### src/rtl/sgncmp_pkg.sv
package sgncmp_pkg;
  localparam int unsigned SGNCMP_DEF_WIDTH = 4;

  typedef enum logic [2:0] {
    CMP_GT = 3'b100,
    CMP_LT = 3'b010,
    CMP_EQ = 3'b001
  } cmp_flags_e;
endpackage

### src/rtl/sgncmp_invert.sv
module sgncmp_invert #(
  parameter int unsigned WIDTH = 4
) (
  input  logic             inv_en,
  input  logic [WIDTH-1:0] d_in,
  output logic [WIDTH-1:0] d_out
);
  genvar gi;
  generate
    for (gi = 0; gi < WIDTH; gi++) begin : g_xor
      assign d_out[gi] = d_in[gi] ^ inv_en;
    end
  endgenerate
endmodule

### src/rtl/sgncmp_ripple_adder.sv
module sgncmp_ripple_adder #(
  parameter int unsigned WIDTH = 4
) (
  input  logic [WIDTH-1:0] op_a,
  input  logic [WIDTH-1:0] op_b,
  input  logic             cin,
  output logic [WIDTH-1:0] sum,
  output logic             c_into_msb,
  output logic             cout
);
  logic [WIDTH:0] carry;

  assign carry[0] = cin;

  genvar gi;
  generate
    for (gi = 0; gi < WIDTH; gi++) begin : g_fa
      assign sum[gi]      = op_a[gi] ^ op_b[gi] ^ carry[gi];
      assign carry[gi+1]  = (op_a[gi] & op_b[gi]) | (carry[gi] & (op_a[gi] ^ op_b[gi]));
    end
  endgenerate

  assign c_into_msb = carry[WIDTH-1];
  assign cout       = carry[WIDTH];

  // Ripple chain agrees with arithmetic addition (supports R2, R3)
  always_comb begin
    assert_adder_sum_R2: assert ({cout, sum} == ({1'b0, op_a} + {1'b0, op_b} + {{WIDTH{1'b0}}, cin}))
      else $error("ripple adder result mismatch");
  end
endmodule

### src/rtl/sgncmp_flag_decode.sv
module sgncmp_flag_decode #(
  parameter int unsigned WIDTH = 4
) (
  input  logic [WIDTH-1:0] diff,
  input  logic             c_into_msb,
  input  logic             cout,
  output logic             gt,
  output logic             lt,
  output logic             eq
);
  logic ovf;

  assign ovf = c_into_msb ^ cout;
  assign lt  = diff[WIDTH-1] ^ ovf;
  assign eq  = ~|diff;
  assign gt  = ~lt & ~eq;

  // Flags never collide
  always_comb begin
    assert_one_flag_R4: assert ($onehot({gt, lt, eq}))
      else $error("flags not one-hot");
  end
endmodule

### src/rtl/signed_sub_compare.sv
module signed_sub_compare #(
  parameter int unsigned WIDTH = sgncmp_pkg::SGNCMP_DEF_WIDTH
) (
  input  logic [WIDTH-1:0] a_in,
  input  logic [WIDTH-1:0] b_in,
  output logic             gt_o,
  output logic             lt_o,
  output logic             eq_o
);
  localparam logic SUB_MODE = 1'b1;

  logic [WIDTH-1:0] b_inv;
  logic [WIDTH-1:0] diff;
  logic             c_msb;
  logic             c_out;

  sgncmp_invert #(.WIDTH(WIDTH)) u_invert (
    .inv_en (SUB_MODE),
    .d_in   (b_in),
    .d_out  (b_inv)
  );

  sgncmp_ripple_adder #(.WIDTH(WIDTH)) u_adder (
    .op_a       (a_in),
    .op_b       (b_inv),
    .cin        (SUB_MODE),
    .sum        (diff),
    .c_into_msb (c_msb),
    .cout       (c_out)
  );

  sgncmp_flag_decode #(.WIDTH(WIDTH)) u_decode (
    .diff       (diff),
    .c_into_msb (c_msb),
    .cout       (c_out),
    .gt         (gt_o),
    .lt         (lt_o),
    .eq         (eq_o)
  );

  // Port-level relations to signed arithmetic
  always_comb begin
    assert_equal_flag_R1: assert (eq_o == (a_in == b_in))
      else $error("equal flag wrong");
    assert_less_flag_R2: assert (lt_o == ($signed(a_in) < $signed(b_in)))
      else $error("less flag wrong");
    assert_greater_flag_R3: assert (gt_o == ($signed(a_in) > $signed(b_in)))
      else $error("greater flag wrong");
  end
endmodule

### config.mk
export PLATFORM = sky130hd
export DESIGN_NAME = signed_sub_compare
export DESIGN_NICKNAME = d
export VERILOG_FILES = /design/src/rtl/sgncmp_pkg.sv /design/src/rtl/sgncmp_invert.sv /design/src/rtl/sgncmp_ripple_adder.sv /design/src/rtl/sgncmp_flag_decode.sv /design/src/rtl/signed_sub_compare.sv
export SDC_FILE = /design/constraint.sdc
export NUM_CORES = 1
export LEC_CHECK = 0
export BUFFER_PORTS_ARGS = -buffer_cell sky130_fd_sc_hd__buf_2
export CELL_PAD_IN_SITES_DETAIL_PLACEMENT = 1
export CELL_PAD_IN_SITES_GLOBAL_PLACEMENT = 2
export CORE_AREA = 2 2 39 41
export DETAILED_ROUTE_END_ITERATION = 8
export DIE_AREA = 0 0 41 43
export PLACE_DENSITY = 0.47
export SKIP_LAST_GASP = 1
export SLEW_MARGIN = 20
export SYNTH_ARGS = -nofsm -noshare
export SYNTH_HDL_FRONTEND = slang
export SYNTH_SLANG_ARGS = --single-unit
### constraint.sdc
create_clock -name vclk -period 2.8
set_clock_uncertainty 0.2 [all_clocks]
set_input_delay 0.28 -clock vclk [all_inputs]
set_output_delay 0.28 -clock vclk [all_outputs]
set_load 0.01 [all_outputs]
==> results.yml, run 1 <==
sta:
  hold_violations: 0
  slew_headroom_pct: 93.6
  tightest_slew_ns: 0.0957
  slew_violations: 0
  final-setup-viol-count: 0
  grt_setup_unrepaired: "no"
  fmaxAchievable_ghz: 0.378
  period_share_pct: 94.5
  hold_ws_ns: 0.821
  period_needed_ns: 2.65
  setup_tns_ns: 0
global_routing:
  overflow: 0
  grt_max_degree: 3
  grt.total_usage_pct: 4.22
  grt_pass1_vias: 161
  grt_pass1_wl_um: 531
  antenna_found_initial: 0
logic_synthesis:
  synth.distinct_cells: 5
  yosysTopAreaCell: "fa_1"
  synth.most_common_cell: "inv_1"
  ys_warn_count: 0
  synth_area_per_cell_sq_um: 9.65
  synth_top_area_share_pct: 59.3
  ys_seq_area_share_pct: 0
  ys_top_cells_by_area: "fa_1, inv_1, and4bb_1"
  synth_cells: 14
  syn_area_sq_um: 135
  syn_nets: 27
  synth_common_cells: "inv_1, fa_1, and4bb_1, ha_1, nor2_1"
worst_setup_path:
  cp.required_ns: 2.32
  endpoint_kind: "output port"
  worst-setup-path-type: "input pin to output port"
  crit_fanout: 2
  cp.arrival_ns: 2.17
  critPathLaunchType: "input pin"
job:
  drv_cap: 0
floorplanning:
  die_x_um: 41
  start_util_pct: 9.76
  core_area_sq_mm: 0.00138
  io_pins: 11
  die_y_um: 43
  die_area_sq_mm: 0.00176
  rows: 14
cells_and_area:
  drive_gt1_share_pct: 48.0
  regArea_sq_um: 0
  antenna_cells: 0
  seq_cells: 0
  area_growth_pct: 57.4
  n_fill_cell: 169
  final_nets: 40
  nClkBuffers: 0
  final_core_util_pct: 15.4
route:
  route.detailed.drc: 0
  dr.pass1.iters: 1
  totalWireLength_um: 333
  ant_nets: 0
  dr.first_iter.drc_count: 0
  vias: 129
  viasPerCell: 3.15
  drt-wirelength-per-cell_um: 8.12
power_and_ir_drop:
  power_mw: 0.0308
  p_leak_nw: 0.126
  ir_worst_vdd_uv: 26.9
  cellPowerDensity_mw_per_mm2: 145
run_status:
  status: "finished clean"
hold_path:
  worst_hold_path.endpoint: "lt_o"
  hold_path_class: "input pin to output port"
  min-delay-start: "b_in[3]"
  min_path_cells: 4
placed_design:
  dp_hpwl_um: 340
  numPortBuffers: 11
  place_congestion: 0.559
-- how the worst max path moves through the flow --
stage	from	to	slack [ns]	cells after the start
2_1_floorplan	a_in[0]	gt_o	0.36	8
3_3_place_gp	a_in[0]	gt_o	0.21	10
3_5_place_dp	a_in[0]	gt_o	0.11	10
4_1_cts	a_in[0]	gt_o	0.10	10
5_1_grt	a_in[0]	gt_o	0.04	10
6_report	a_in[0]	gt_o	0.15	10
-- per-layer routing --
metal / wire length, um / GRT usage, % / up-vias
met5: 0 / 0 / -
met4: 0 / 0 / 0
met3: 49 / 0 / 0
met2: 161 / 9.38 / 11
met1: 122 / 3.87 / 60
li1: - / - / 58
-- where the power goes --
part,switching [mW],total [mW],internal [mW]
clock,0,0,0
combinational,0.0156,0.0308,0.0153
sequential,0,0,0
-- cell type report --
type                            count  area [sq um]  area share, %
Multi-Input combinational cell      7           111           52.4
Inverter                            7          26.3           12.4
Timing Repair Buffer               11          55.1           25.9
Tap cell                           16          20.0           9.41
-- per-stage QoR --
step | instances | area, sq um | worst slack (ns)
detailed placement | 41 | 210 | 0.107
CTS | 41 | 210 | 0.104
floorplan | 14 | 135 | 0.357
finish | 41 | 213 | 0.153
global placement | 41 | 210 | 0.209
global route | 41 | 213 | 0.0417
-- critical path, cell delays in order --
cell and delay (ns):
buf_2 0.07, inv_1 0.04, ha_1 0.21, fa_1 0.37
inv_1 0.08, fa_2 0.22, fa_1 0.42, and4bb_1 0.30
nor2_1 0.04, buf_2 0.13
-- cell usage in the layout (no fill, tap or decap) --
cell type and n:
and4bb_1 1, fa_1 3, inv_1 7, fa_2 1, nor2_1 1, buf_2 11
ha_1 1
-- cells by family (layout without fill, tap and decap cells) --
kind of cell,count (synthesis),in the layout,synth area share [%]
buffers and inverters,7,18,19.4
and+or+nand+nor,2,2,12.0
adders and majority gates,5,5,68.5
-- timing repair --
action,in CTS,in global routing
hold buffers,0,0
gates resized for setup,0,1
setup buffers,0,0
setup endpoints to repair,0,1
Note: power is estimated with default switching activity, not from simulation.
==> inputs of run 2 (changes only) <==
- MAX_ROUTING_LAYER: unset -> met4
- RECOVER_POWER: unset -> 100
==> run 2 against run 1 <==
Hold slack hardly changed. Global-route usage is 0.10 points higher. Final cell count stayed put. Setup slack better by 0.0022 ns. Utilization is 0.090 points lower. First-iteration DRC count stayed put. Via count stayed put. Non-clock buffer count stayed put. Routed wire length is 0.60% higher. Clock-buffer cell count stayed put.
==> results.yml, run 2 (synthesized netlist as in run 1, its figures left out) <==
sta:
  period_share_pct: 94.5
  slew_violations: 0
  fmaxAchievable_ghz: 0.378
  hold_violations: 0
  setup_tns_ns: 0
  setup_ws_ns: 0.155
  period_needed_ns: 2.64
  slew_headroom_pct: 90.5
  tightest_slew_ns: 0.143
  grt_setup_unrepaired: "no"
  final-setup-viol-count: 0
power_and_ir_drop:
  p_leak_nw: 0.122
  ir_worst_vdd_uv: 26.9
  cellPowerDensity_mw_per_mm2: 145
  power_mw: 0.0306
placed_design:
  dp_hpwl_um: 340
  dpl_worst_slack_ns: 0.107
  numPortBuffers: 11
  dp_cells: 41
  place_congestion: 0.561
floorplanning:
  die_area_sq_mm: 0.00176
  die_y_um: 43
  core_area_sq_mm: 0.00138
  start_util_pct: 9.76
  rows: 14
  io_pins: 11
  die_x_um: 41
cells_and_area:
  fin_cells: 41
  n_fill_cell: 167
  drive_gt1_share_pct: 44.0
  layout_commonest_cell: "buf_2"
  antenna_cells: 0
  nClkBuffers: 0
  final_core_util_pct: 15.3
  seq_cells: 0
  regArea_sq_um: 0
  area_growth_pct: 56.5
  final_nets: 40
  multi_input_area_sq_um: 111
  layout_common_cells: "buf_2, inv_1, fa_1"
route:
  dr.first_iter.drc_count: 0
  ant_nets: 0
  dr.pass1.iters: 1
  totalWireLength_um: 335
  vias: 129
  route.detailed.drc: 0
  viasPerCell: 3.15
  drt-wirelength-per-cell_um: 8.17
worst_setup_path:
  cp_cell_sequence: "buf_2 > inv_1 > ha_1 > fa_1 > inv_1 > fa_2 > fa_1 > and4bb_1 > nor2_1 > clkbuf_2"
  crit_fanout: 2
  cp_slowest_stage_delay_ns: 0.42
  cpLargestDelayFamily: "adder cells"
  crit_buf_inv: 4
  critPathLaunchType: "input pin"
  cp.depth: 10
  cp.arrival_ns: 2.16
  cp.required_ns: 2.32
  endpoint_kind: "output port"
  worst-setup-path-type: "input pin to output port"
  critPathSlowestCell: "fa_1"
global_routing:
  antenna_found_initial: 0
  grt_max_degree: 3
  grt_pass1_vias: 161
  grt_pass1_wl_um: 531
  grt.total_usage_pct: 4.33
  overflow: 0
hold_path:
  hold_path_class: "input pin to output port"
  min_path_cells: 4
job:
  drv_cap: 0
run_status:
  status: "finished clean"
clocking:
  hold_buffers: 0
==> run 2: cell types whose count changed in the layout (fill, tap and decap cells not counted), sizes merged <==
cell and change:
clkbuf +2, buf -2
==> run 2: worst paths after layout <==
kind | startpoint | end | slack [ns]
worst max-delay path | a_in[0] | gt_o | 0.16
worst min-delay path | b_in[3] | lt_o | 0.82
==> run 2: per-layer routing <==
metal / GRT usage [%] / wire [um] / vias to the layer above
met3: 0 / 55 / 0
met4: 0 / 0 / 0
met2: 9.38 / 161 / 11
met5: - / 0 / -
met1: 3.87 / 118 / 60
li1: - / - / 58
==> run 2: metrics by stage <==
stage	hold slack, ns	instance area, sq um
global placement	0.809	210
floorplan	0.562	135
global route	0.869	211
finish	0.821	211
CTS	0.826	210
detailed placement	0.813	210
==> run 2: layout make-up <==
| class | instances | area share, % |
|---|---|---|
| inverters | 7 | 12.4 |
| multi-input cells | 7 | 52.7 |
| well taps | 16 | 9.47 |
| repair buffers | 11 | 25.4 |
==> run 2: report_power, final <==
group          switching [mW]  internal (mW)
logic                  0.0157         0.0149
registers                   0              0
clock network               0              0
total                  0.0157         0.0149
==> run 2: timing repair <==
action	in CTS	in global routing
resized for setup	0	1
hold endpoints to repair	0	0
setup endpoints to repair	0	1
setup buffers	0	0
==> inputs of run 3 (changes only) <==
- BUFFER_PORTS_ARGS: -buffer_cell sky130_fd_sc_hd__buf_2 -> unset
- DONT_BUFFER_PORTS: unset -> 1
- PLACE_DENSITY: 0.47 -> 0.35
==> run 3 against run 2 <==
Total power down 39%. Non-clock buffer count down 11. Die area unchanged. Clock-buffer cell count unchanged. Final cell count down 27%. Combinational power down 39%. Utilization down 4.1 points. Routed wire length down 23%. Sequential share of layout area unchanged. Hold slack worse by 0.24 ns.
==> results.yml, run 3 (synthesized netlist as in run 1, its figures left out) <==
power_and_ir_drop:
  ir_worst_vdd_uv: 35.0
  p_clk_share_pct: 0
  p_int_mw: 0.00757
  cellPowerDensity_mw_per_mm2: 120
  swShare_pct: 59.4
  seqPwrFrac_pct: 0
  p_leak_nw: 0.0816
  p_comb_share_pct: 100.0
  power_mw: 0.0187
  power.switching_mw: 0.0111
job:
  drv_cap: 0
sta:
  slew_violations: 0
  grt_setup_unrepaired: "no"
  final-setup-viol-count: 0
  period_share_pct: 90.7
  hold_violations: 0
  period_needed_ns: 2.54
  setup_tns_ns: 0
  slew_headroom_pct: 85.9
  fmaxAchievable_ghz: 0.394
  tightest_slew_ns: 0.211
placed_design:
  place_congestion: 0.474
  numPortBuffers: 0
global_routing:
  busiest_layer: "met1"
  use_met3_pct: 0.524
  antenna_found_initial: 0
  overflow: 0
  use_met2_pct: 4.69
  use_met1_pct: 5.18
  grt_max_degree: 3
  grt_pass1_vias: 105
  grt_pass1_wl_um: 427
  grt.total_usage_pct: 3.30
cells_and_area:
  area_growth_pct: 14.8
  nClkBuffers: 0
  seq_cells: 0
  antenna_cells: 0
  n_fill_cell: 159
  drive_gt1_share_pct: 0
  layout_commonest_cell: "inv_1"
  layout_common_cells: "inv_1, fa_1, and4bb_1, nor2_1, ha_1"
  regArea_sq_um: 0
  final_core_util_pct: 11.2
  final_nets: 29
worst_setup_path:
  cp_cell_sequence: "inv_1 > ha_1 > fa_1 > inv_1 > fa_1 > fa_1 > and4bb_1 > nor2_1"
  cp_slowest_stage_delay_ns: 0.49
  cp.arrival_ns: 2.06
  worst-setup-path-type: "input pin to output port"
  critPathLaunchType: "input pin"
  crit_fanout: 2
  endpoint_kind: "output port"
  cp.required_ns: 2.32
  cpMostUsedCell: "fa_1"
  critPathSlowestCell: "fa_1"
  crit_buf_inv: 2
  cpLargestDelayFamily: "adder cells"
route:
  ant_nets: 0
  dr.first_iter.drc_count: 0
  dr.pass1.iters: 1
  drt-wirelength-per-cell_um: 8.63
  totalWireLength_um: 259
  route.detailed.drc: 0
  viasPerCell: 2.83
  vias: 85
floorplanning:
  die_x_um: 41
  core_area_sq_mm: 0.00138
  rows: 14
  die_area_sq_mm: 0.00176
  io_pins: 11
  die_y_um: 43
  start_util_pct: 9.76
hold_path:
  hold_path_class: "input pin to output port"
run_status:
  status: "finished clean"
clocking:
  cts_resized: 0
  hold_buffers: 0
  cts_setup_buffers: 0
[run 3: cell types whose count changed in the layout (fill, tap and decap cells not counted)]
cell	delta
buf_2	-9
clkbuf_2	-1
clkbuf_1	-1
fa_2	-1
fa_1	+1
[run 3: worst paths after layout]
| path | start | endpoint | slack [ns] | cells past startpoint |
|---|---|---|---|---|
| worst max-delay path | a_in[0] | gt_o | 0.26 | 8 |
| worst min-delay path | b_in[3] | lt_o | 0.58 | 2 |
[run 3: metrics by stage]
step           std cells  setup slack [ns]  area, sq um  hold slack (ns)
6_report              30             0.261          155            0.582
5_1_grt               30             0.132          155            0.592
4_1_cts               30             0.229          155            0.588
3_5_place_dp          30             0.231          155            0.588
3_3_place_gp          30             0.263          155            0.574
2_1_floorplan         14             0.357          135            0.562
[run 3: power by group through the flow]
stage | clock [mW] | combinational, mW | sequential, mW
floorplan | 0 | 0.0153 | 0
global placement | 0 | 0.0188 | 0
detailed placement | 0 | 0.0194 | 0
CTS | 0 | 0.0194 | 0
global route | 0 | 0.0229 | 0
finish | 0 | 0.0187 | 0
[run 3: final cells by class]
class | instances | area (sq um) | share of cell area, %
well taps | 16 | 20.0 | 12.9
inverters | 7 | 26.3 | 16.9
multi-input cells | 7 | 109 | 70.2
[run 3: metal layers]
layer  up-vias  share of wire, %
li1         36                 -
met4         0                 0
met2        11                29
met5         -                 0
met3         0                16
met1        38                55
